--- src/rtl/swar_alu_pkg.sv ---
package swar_alu_pkg;

    typedef enum logic [3:0] {
        OP_ADD_W  = 4'd0,
        OP_ADD_L  = 4'd1,
        OP_MUL_W  = 4'd2,
        OP_MUL_L  = 4'd3,
        OP_NEG_W  = 4'd4,
        OP_NEG_L  = 4'd5,
        OP_NZM_W  = 4'd6,
        OP_NZM_L  = 4'd7,
        OP_SHF_W  = 4'd8,
        OP_SHF_L  = 4'd9,
        OP_SLT_W  = 4'd10,
        OP_SLT_L  = 4'd11,
        OP_AND    = 4'd12,
        OP_OR     = 4'd13,
        OP_XOR    = 4'd14,
        OP_NOT    = 4'd15
    } alu_op_e;

    typedef enum logic [2:0] {
        FK_ADD = 3'd0,
        FK_MUL = 3'd1,
        FK_NEG = 3'd2,
        FK_NZM = 3'd3,
        FK_SHF = 3'd4,
        FK_SLT = 3'd5
    } field_kind_e;

    typedef enum logic [1:0] {
        BK_AND = 2'd0,
        BK_OR  = 2'd1,
        BK_XOR = 2'd2,
        BK_NOT = 2'd3
    } bit_kind_e;

    typedef enum logic [1:0] {
        SRC_WORD  = 2'd0,
        SRC_LANES = 2'd1,
        SRC_BITS  = 2'd2
    } res_src_e;

    typedef struct packed {
        field_kind_e fkind;
        bit_kind_e   bkind;
        res_src_e    rsrc;
    } op_ctrl_t;

endpackage

--- src/rtl/swar_op_decode.sv ---
module swar_op_decode
    import swar_alu_pkg::*;
(
    input  logic [3:0] op_code,
    output op_ctrl_t   ctrl
);
    alu_op_e op;

    always_comb begin
        op         = alu_op_e'(op_code);
        ctrl.fkind = FK_ADD;
        ctrl.bkind = BK_AND;
        ctrl.rsrc  = SRC_WORD;
        unique case (op)
            OP_ADD_W: begin ctrl.fkind = FK_ADD; ctrl.rsrc = SRC_WORD;  end
            OP_ADD_L: begin ctrl.fkind = FK_ADD; ctrl.rsrc = SRC_LANES; end
            OP_MUL_W: begin ctrl.fkind = FK_MUL; ctrl.rsrc = SRC_WORD;  end
            OP_MUL_L: begin ctrl.fkind = FK_MUL; ctrl.rsrc = SRC_LANES; end
            OP_NEG_W: begin ctrl.fkind = FK_NEG; ctrl.rsrc = SRC_WORD;  end
            OP_NEG_L: begin ctrl.fkind = FK_NEG; ctrl.rsrc = SRC_LANES; end
            OP_NZM_W: begin ctrl.fkind = FK_NZM; ctrl.rsrc = SRC_WORD;  end
            OP_NZM_L: begin ctrl.fkind = FK_NZM; ctrl.rsrc = SRC_LANES; end
            OP_SHF_W: begin ctrl.fkind = FK_SHF; ctrl.rsrc = SRC_WORD;  end
            OP_SHF_L: begin ctrl.fkind = FK_SHF; ctrl.rsrc = SRC_LANES; end
            OP_SLT_W: begin ctrl.fkind = FK_SLT; ctrl.rsrc = SRC_WORD;  end
            OP_SLT_L: begin ctrl.fkind = FK_SLT; ctrl.rsrc = SRC_LANES; end
            OP_AND:   begin ctrl.bkind = BK_AND; ctrl.rsrc = SRC_BITS;  end
            OP_OR:    begin ctrl.bkind = BK_OR;  ctrl.rsrc = SRC_BITS;  end
            OP_XOR:   begin ctrl.bkind = BK_XOR; ctrl.rsrc = SRC_BITS;  end
            OP_NOT:   begin ctrl.bkind = BK_NOT; ctrl.rsrc = SRC_BITS;  end
            default:  begin ctrl.rsrc = SRC_WORD; end
        endcase
    end
endmodule

--- src/rtl/swar_field_unit.sv ---
module swar_field_unit
    import swar_alu_pkg::*;
#(
    parameter int FW = 8
) (
    input  field_kind_e     kind,
    input  logic [FW-1:0]   fa,
    input  logic [FW-1:0]   fb,
    output logic [FW-1:0]   fy
);
    localparam int MAGW = FW + 1;
    localparam logic [MAGW-1:0] WIDTH_LIM = MAGW'(FW);

    logic [MAGW-1:0] amt_ext;
    logic [MAGW-1:0] amt_mag;
    logic            amt_neg;
    logic            amt_pos;
    logic            too_far;
    logic [FW-1:0]   shifted;

    // Shift magnitude is carried one bit wider so the most negative
    // amount still has a representable magnitude.
    always_comb begin
        amt_neg = fb[FW-1];
        amt_pos = !amt_neg && (fb != '0);
        amt_ext = {fb[FW-1], fb};
        amt_mag = amt_neg ? (MAGW'(0) - amt_ext) : amt_ext;
        too_far = (amt_mag >= WIDTH_LIM);
        if (too_far)
            shifted = '0;
        else if (amt_pos)
            shifted = fa << amt_mag;
        else
            shifted = fa >> amt_mag;
    end

    always_comb begin
        fy = '0;
        unique case (kind)
            FK_ADD:  fy = fa + fb;
            FK_MUL:  fy = fa * fb;
            FK_NEG:  fy = FW'(0) - fa;
            FK_NZM:  fy = {FW{|fa}};
            FK_SHF:  fy = shifted;
            FK_SLT:  fy = {{(FW-1){1'b0}}, ($signed(fa) < $signed(fb))};
            default: fy = '0;
        endcase
    end
endmodule

--- src/rtl/swar_bitwise_unit.sv ---
module swar_bitwise_unit
    import swar_alu_pkg::*;
#(
    parameter int BW = 16
) (
    input  bit_kind_e       kind,
    input  logic [BW-1:0]   ba,
    input  logic [BW-1:0]   bb,
    output logic [BW-1:0]   by
);
    always_comb begin
        by = '0;
        unique case (kind)
            BK_AND:  by = ba & bb;
            BK_OR:   by = ba | bb;
            BK_XOR:  by = ba ^ bb;
            BK_NOT:  by = ~ba;
            default: by = '0;
        endcase
    end
endmodule

--- src/rtl/swar_int_alu.sv ---
module swar_int_alu
    import swar_alu_pkg::*;
#(
    parameter int LANE_W = 8,
    parameter int LANES  = 2
) (
    input  logic [3:0]              op_sel,
    input  logic [LANE_W*LANES-1:0] dst_opnd,
    input  logic [LANE_W*LANES-1:0] src_opnd,
    output logic [LANE_W*LANES-1:0] result
);
    localparam int WORD_W = LANE_W * LANES;

    op_ctrl_t          ctrl;
    logic [WORD_W-1:0] word_res;
    logic [WORD_W-1:0] lane_res;
    logic [WORD_W-1:0] bits_res;

    swar_op_decode u_dec (
        .op_code (op_sel),
        .ctrl    (ctrl)
    );

    swar_field_unit #(.FW(WORD_W)) u_word (
        .kind (ctrl.fkind),
        .fa   (dst_opnd),
        .fb   (src_opnd),
        .fy   (word_res)
    );

    for (genvar g = 0; g < LANES; g++) begin : g_lane
        swar_field_unit #(.FW(LANE_W)) u_lane (
            .kind (ctrl.fkind),
            .fa   (dst_opnd[g*LANE_W +: LANE_W]),
            .fb   (src_opnd[g*LANE_W +: LANE_W]),
            .fy   (lane_res[g*LANE_W +: LANE_W])
        );
    end

    swar_bitwise_unit #(.BW(WORD_W)) u_bits (
        .kind (ctrl.bkind),
        .ba   (dst_opnd),
        .bb   (src_opnd),
        .by   (bits_res)
    );

    always_comb begin
        result = '0;
        unique case (ctrl.rsrc)
            SRC_WORD:  result = word_res;
            SRC_LANES: result = lane_res;
            SRC_BITS:  result = bits_res;
            default:   result = '0;
        endcase
    end
endmodule

--- config.mk ---
export PLATFORM = sky130hd
export DESIGN_NAME = swar_int_alu
export DESIGN_NICKNAME = d
export VERILOG_FILES = /design/src/rtl/swar_alu_pkg.sv /design/src/rtl/swar_op_decode.sv /design/src/rtl/swar_field_unit.sv /design/src/rtl/swar_bitwise_unit.sv /design/src/rtl/swar_int_alu.sv
export SDC_FILE = /design/constraint.sdc
export NUM_CORES = 1
export LEC_CHECK = 0
export BUFFER_PORTS_ARGS = -buffer_cell sky130_fd_sc_hd__clkbuf_2
export CAP_MARGIN = 0
export CELL_PAD_IN_SITES_DETAIL_PLACEMENT = 1
export CELL_PAD_IN_SITES_GLOBAL_PLACEMENT = 1
export CORE_MARGIN = 2
export CORE_UTILIZATION = 45
export DETAILED_ROUTE_END_ITERATION = 6
export PLACE_DENSITY_LB_ADDON = 0.1
export SLEW_MARGIN = 25
export SYNTH_ARGS = -nofsm -noshare
export SYNTH_HDL_FRONTEND = slang
export SYNTH_SLANG_ARGS = --single-unit
--- constraint.sdc ---
create_clock -name vclk -period 8.45
set_input_delay 1.69 -clock vclk [all_inputs]
set_output_delay 1.69 -clock vclk [all_outputs]
set_load 0.01 [all_outputs]
== Word-level counts from Yosys, hierarchy flattened ==
Cells that the tools add are included.

* Latch bits: 0
* Bits in writable memories: 0
* Input port bits: 36
* Memories: 0
* Word-level logic and storage cells: 93
* ROM bits: 0
* Register bits: 0

* Reduce and logical (&&, ||, !) cells: 23
* Bitwise gates (word level): 4
* Muxes and demuxes: 17
* Multiply operators: 3
* Eq/ne operators: 25
* Div/mod/pow operators: 0
* Order comparisons: 6
* Add/subtract/negate cells: 9
* Shifts and indexed selects: 6

{| class="wikitable"
|+ Operators by type and width
! operator !! count
|-
| 16-bit one-hot mux with 6 select lines || 1
|-
| 8-bit one-hot mux with 6 select lines || 2
|-
| 16-bit one-hot mux with 4 select lines || 1
|-
| 16-bit one-hot mux with 3 select lines || 1
|-
| 4-bit equality test (second input constant) || 8
|-
| 16-bit 2-to-1 mux || 2
|-
| 8-bit 2-to-1 mux || 4
|-
| 9-bit by 4-bit >= comparator with 1-bit output (second input constant) || 2
|-
| 9-bit 2-to-1 mux || 2
|-
| 8-bit by 9-bit << shifter with 8-bit output || 2
|-
| 8-bit by 9-bit >> shifter with 8-bit output || 2
|-
| 1-bit by 8-bit subtractor with 9-bit output (first input constant) || 2
|-
| 17-bit by 5-bit >= comparator with 1-bit output (second input constant) || 1
|-
| 17-bit 2-to-1 mux || 1
|-
| 16-bit by 17-bit << shifter with 16-bit output || 1
|-
| 16-bit by 17-bit >> shifter with 16-bit output || 1
|-
| 1-bit by 16-bit subtractor with 17-bit output (first input constant) || 1
|-
| 16-bit adder || 1
|-
| 8-bit adder || 2
|-
| 16-bit bitwise AND || 1
|-
| 4-bit by 3-bit equality test with 1-bit output (second input constant) || 4
|-
| 16-bit less-than comparator || 1
|-
| 8-bit less-than comparator || 2
|-
| 16-bit by 16-bit multiplier with 16-bit output || 1
|-
| 27 further kinds || 47
|}

== Longest topological paths before layout ==
* Depth after elaboration: 7
* Gate-level depth with buffers: 25
* Gate-level depth less buffers: 22

== By module ==
From an unflattened synthesis, not the netlist that was laid out.

* Cells, all modules: 1796
* Area, all modules: 13929.6 sq um

{| class="wikitable"
|+ Modules (own cells, without submodules)
! module !! seq. area each (sq um) !! cells an instance !! area each (sq um) !! times used
|-
| swar_field_unit (u_word) || 0.0 || 1002 || 7521.0 || 1
|-
| swar_field_unit (g_lane[0].u_lane) || 0.0 || 316 || 2471.1 || 1
|-
| swar_field_unit (g_lane[1].u_lane) || 0.0 || 325 || 2417.3 || 1
|-
| swar_bitwise_unit || 0.0 || 100 || 1019.7 || 1
|-
| swar_int_alu || 0.0 || 39 || 381.6 || 1
|-
| swar_op_decode || 0.0 || 14 || 118.9 || 1
|}

== Worst setup path before layout ==
OpenSTA, ideal clock, no wires.

* Path kind: input to output
* Start point: input port dst_opnd[4]
* End point: output port result[14]
* Data arrival time: 7.134 ns
* Cell stages on the path: 23
* Buffers on the path: 3
* Required time: 6.760 ns
* Slack: -0.374 ns
* Path through: clkbuf_1 clkbuf_1 buf_1 nand2_1 xnor2_1 ha_1 a31oi_1 fa_1 fa_1 fa_1 inv_1 fa_1 inv_1 fa_1 inv_1 ha_1 and3_1 a311oi_1 a21oi_1 xor2_1 nand2_1 o2111a_1 o22ai_2

* Word-level cells in the longest chain between the ends: 5

{| class="wikitable"
|+ RTL lines
! what !! RTL line !! RTL
|-
| from (decl) || swar_int_alu.sv:8 || <nowiki>input logic [LANE_W*LANES-1:0] dst_opnd,</nowiki>
|-
| parallel branches: the longest is 3 deep, another holds 16-bit by 16-bit multiplier with 16-bit output || -- ||
|-
| 16-bit one-hot mux with 6 select lines * || swar_field_unit.sv:39 || <nowiki>unique case (kind)</nowiki>
|-
| 16-bit one-hot mux with 3 select lines * || swar_int_alu.sv:49 || <nowiki>unique case (ctrl.rsrc)</nowiki>
|-
| to (decl) || swar_int_alu.sv:10 || <nowiki>output logic [LANE_W*LANES-1:0] result</nowiki>
|}

Every way passes the cells marked *.

== Worst setup path after layout ==
* Start point: input port dst_opnd[5]
* End point: output port result[15]

The elaborated chain is that of the path after synthesis.

==> reports/results.txt <==
Outcome -> finished with violations
Violated checks -> setup timing
Port Buffers -> 52
Die width -> 166 um
Reg area -> 0 sq um
Setup CP Type -> in -> out
M3 GR Usage -> 6.72%
Fraction of synthesized area in multiplexers -> 10.6%
Final Power -> 3180 uW
Most common cell after layout, fill and taps aside -> inv_1
Final wirelength -> 58600 um
Die Y-Extent -> 166 um
Vias in the first global route -> 13542
Largest net degree at the start of global routing -> 50
# IOs -> 52
Slew Viols, Final -> 0
Worst Hold Depth -> 5
Routed Antenna Nets -> 0
Leakage -> 0.00642 uW
CP peak stage delay -> 0.56 ns
Psw -> 1740 uW
GRT Resource Usage Total -> 40.4%
Fill count -> 3235
Setup violators final -> 5
DP Area -> 0.0134 sq mm
Hold path endpoint -> result[1]
CP Max Fanout -> 5
Area delta synth->final -> 20.9%
Router iterations before antenna repair -> 5
Register area share after synthesis -> 0%
Final period util -> 102%
Seq cells -> 0
Worst VDD drop -> 0.178 mV
Vias per cell -> 6.47
Die area -> 0.0275 sq mm
Post-Synth XOR/XNOR Area -> 8.70%
Cell area after synthesis -> 0.0118 sq mm
Power density cells -> 223 mW/mm^2
Worst-path cell chain -> clkbuf_8 -> ha_2 -> xnor2_1 -> ha_1 -> inv_1 -> fa_1 -> fa_2 -> fa_1 -> inv_2 -> fa_1 -> inv_2 -> fa_1 -> inv_2 -> ha_4 -> buf_6 -> nand3_2 -> a21oi_4 -> nor2_1 -> a211o_1 -> xnor2_1 -> a311o_1 -> buf_2
GR Util met2 -> 63.9%
Number of nets in the layout -> 1981
Global route hottest layer -> met2
Max Freq -> 116 MHz
Initial Util -> 45.5%
Row Count -> 59
Drt wl/cell -> 28.8 um
Hpwl dp -> 45100 um
Synth cell types -> 78
Gpl congestion -> 0.976
Setup crit start kind -> input pin
Cells after Synth -> 1574
Drt drc -> 0
Initial antenna violation count -> 1
Non-Filler Instances -> 2038
Largest family of logic cells by synthesized area -> adder cells
Synth Area in Compound Gates -> 19.5%
Max Cap Viol -> 0
Pre-CTS WS -> -0.525 ns
YS warnings -> 0
Comb pwr share -> 100.0%
RSZ-0062 raised after global routing -> yes
Mapped Nets -> 1851
First-pass GRT wire length -> 85400 um
Routed vias -> 13184
Crit-path most repeated cell -> fa_1
Layout cells sized above 1 -> 24.4%
Grt ovf -> 0
Inst Count DP -> 2026
Worst EP arrival -> 6.95 ns
Worst Tran Pin Value -> 1.10 ns
Clock share of power -> 0%
Worst Min Path Start -> op_sel[3]
Slew HR -> 26.7%
Switch share -> 54.5%
Commonest cells after routing, fill and taps aside -> inv_1 (178), buf_4 (171), nand2_1 (158), nor2_1 (139), ha_1 (111)
Final hold vios -> 0
Synth Area in Adders -> 32.3%
Internal -> 1450 uW
CP required -> 6.76 ns
Slowest cell on crit path -> fa_1
Setup tns final -> -0.501 ns
Finished Cell Area -> 0.0142 sq mm
Worst Slack Setup Final -> -0.190 ns
Fin crit period -> 8.64 ns
Synth Area in Simple Gates -> 18.1%
Clock buffer count -> 0
Grt met1 use -> 55.2%
DR iter-0 viols -> 1414
Sequential share of power -> 0%
CP endpoint kind -> output pin
Synthesized area per cell -> 7.49 sq um
Hold WC Path Type -> in -> out
Core area -> 0.0259 sq mm
-- Yosys cell counts (6+ instances only) --
cell type	instances	share of area [%]
nand4_1	10	0.53
nor3b_1	7	0.45
ha_1	136	14
o211ai_1	21	1.3
nor2_1	153	4.9
a22oi_1	7	0.45
nand2b_1	10	0.53
fa_1	105	18
a221oi_1	12	0.89
nor4_1	8	0.42
o21a_1	9	0.57
and2_1	13	0.69
nor2b_1	9	0.48
nand2_1	165	5.3
o22ai_1	11	0.58
o2111ai_1	6	0.45
nor3_1	27	1.1
nand3_1	31	1.3
o21ai_0	58	2.5
a31oi_1	20	1.1
o31ai_1	15	0.96
mux2i_1	29	2.5
xor2_1	19	1.4
a211oi_1	18	1.1
o221ai_1	7	0.52
mux4_2	41	7.8
clkinv_1	12	0.38
a21o_1	16	1.0
inv_1	203	6.5
buf_1	20	0.64
clkbuf_1	84	2.7
buf_2	9	0.38
o21bai_1	7	0.45
o21ai_1	7	0.30
xnor2_1	98	7.3
a21oi_1	83	3.5
-- layout make-up --
class                      instances  area (sq um)  share of cell area [%]
antenna                            1          2.50                  0.0176
multi-input combinational       1242         11000                    77.4
tap                              335           419                    2.94
inverter                         217           868                    6.10
timing repair buffer             243          1920                    13.5
-- power groups by stage --
stage          registers, uW  logic, uW  clock network [uW]
6_report                   0       3180           0.0000158
5_1_grt                    0       3400           0.0000158
4_1_cts                    0       2910                   0
3_5_place_dp               0       2570                   0
3_3_place_gp               0       2480                   0
2_1_floorplan              0       1590                   0
-- metal layers --
| layer | wire [um] | share of wire (%) |
|---|---|---|
| met5 | 0 | 0 |
| met4 | 2650 | 4.5 |
| met3 | 4980 | 8.5 |
| met2 | 26800 | 46 |
| met1 | 24300 | 41 |
-- how the worst max path moves through the flow --
stage	startpoint	endpoint	slack, ns
3_3_place_gp	dst_opnd[5]	result[14]	-0.36
6_report	dst_opnd[5]	result[15]	-0.19
5_1_grt	src_opnd[6]	result[15]	-0.29
3_5_place_dp	dst_opnd[5]	result[12]	-0.53
2_1_floorplan	dst_opnd[8]	result[14]	-0.0008
4_1_cts	src_opnd[2]	result[14]	-0.05
-- kinds of logic (layout without fill, tap and decap cells) --
family | Yosys count | in the layout
adders and majority gates | 241 | 241
other | 0 | 1
muxes | 73 | 73
AOI/OAI and AO/OA | 346 | 346
xor gates and xnor gates | 117 | 117
and+or+nand+nor | 465 | 465
buffers and inverters | 332 | 460
-- through the flow --
step	util [%]	hold WS, ns
after global routing	55.0	4.26
after CTS	53.7	4.20
after detailed placement	51.8	4.19
after floorplan	-	3.67
after global placement	51.8	4.16
final	55.0	4.17
-- critical path: cells and delay by family --
family / cells / cell delay [ns]
fa+ha+maj: 8 / 3.32
compound gates: 3 / 0.86
buf+inv: 7 / 0.64
xor+xnor: 2 / 0.29
simple gates: 2 / 0.14
-- what timing repair did --
action                                  CTS  global route
pin swaps                                56            48
endpoints found under the setup margin    7             7
resized for setup                       119            75
hold buffers                              0             0
setup buffers                             3             8
gates cloned                              0             0
hold endpoints to repair                  0             0
Note: power is estimated with default switching activity, not from simulation.
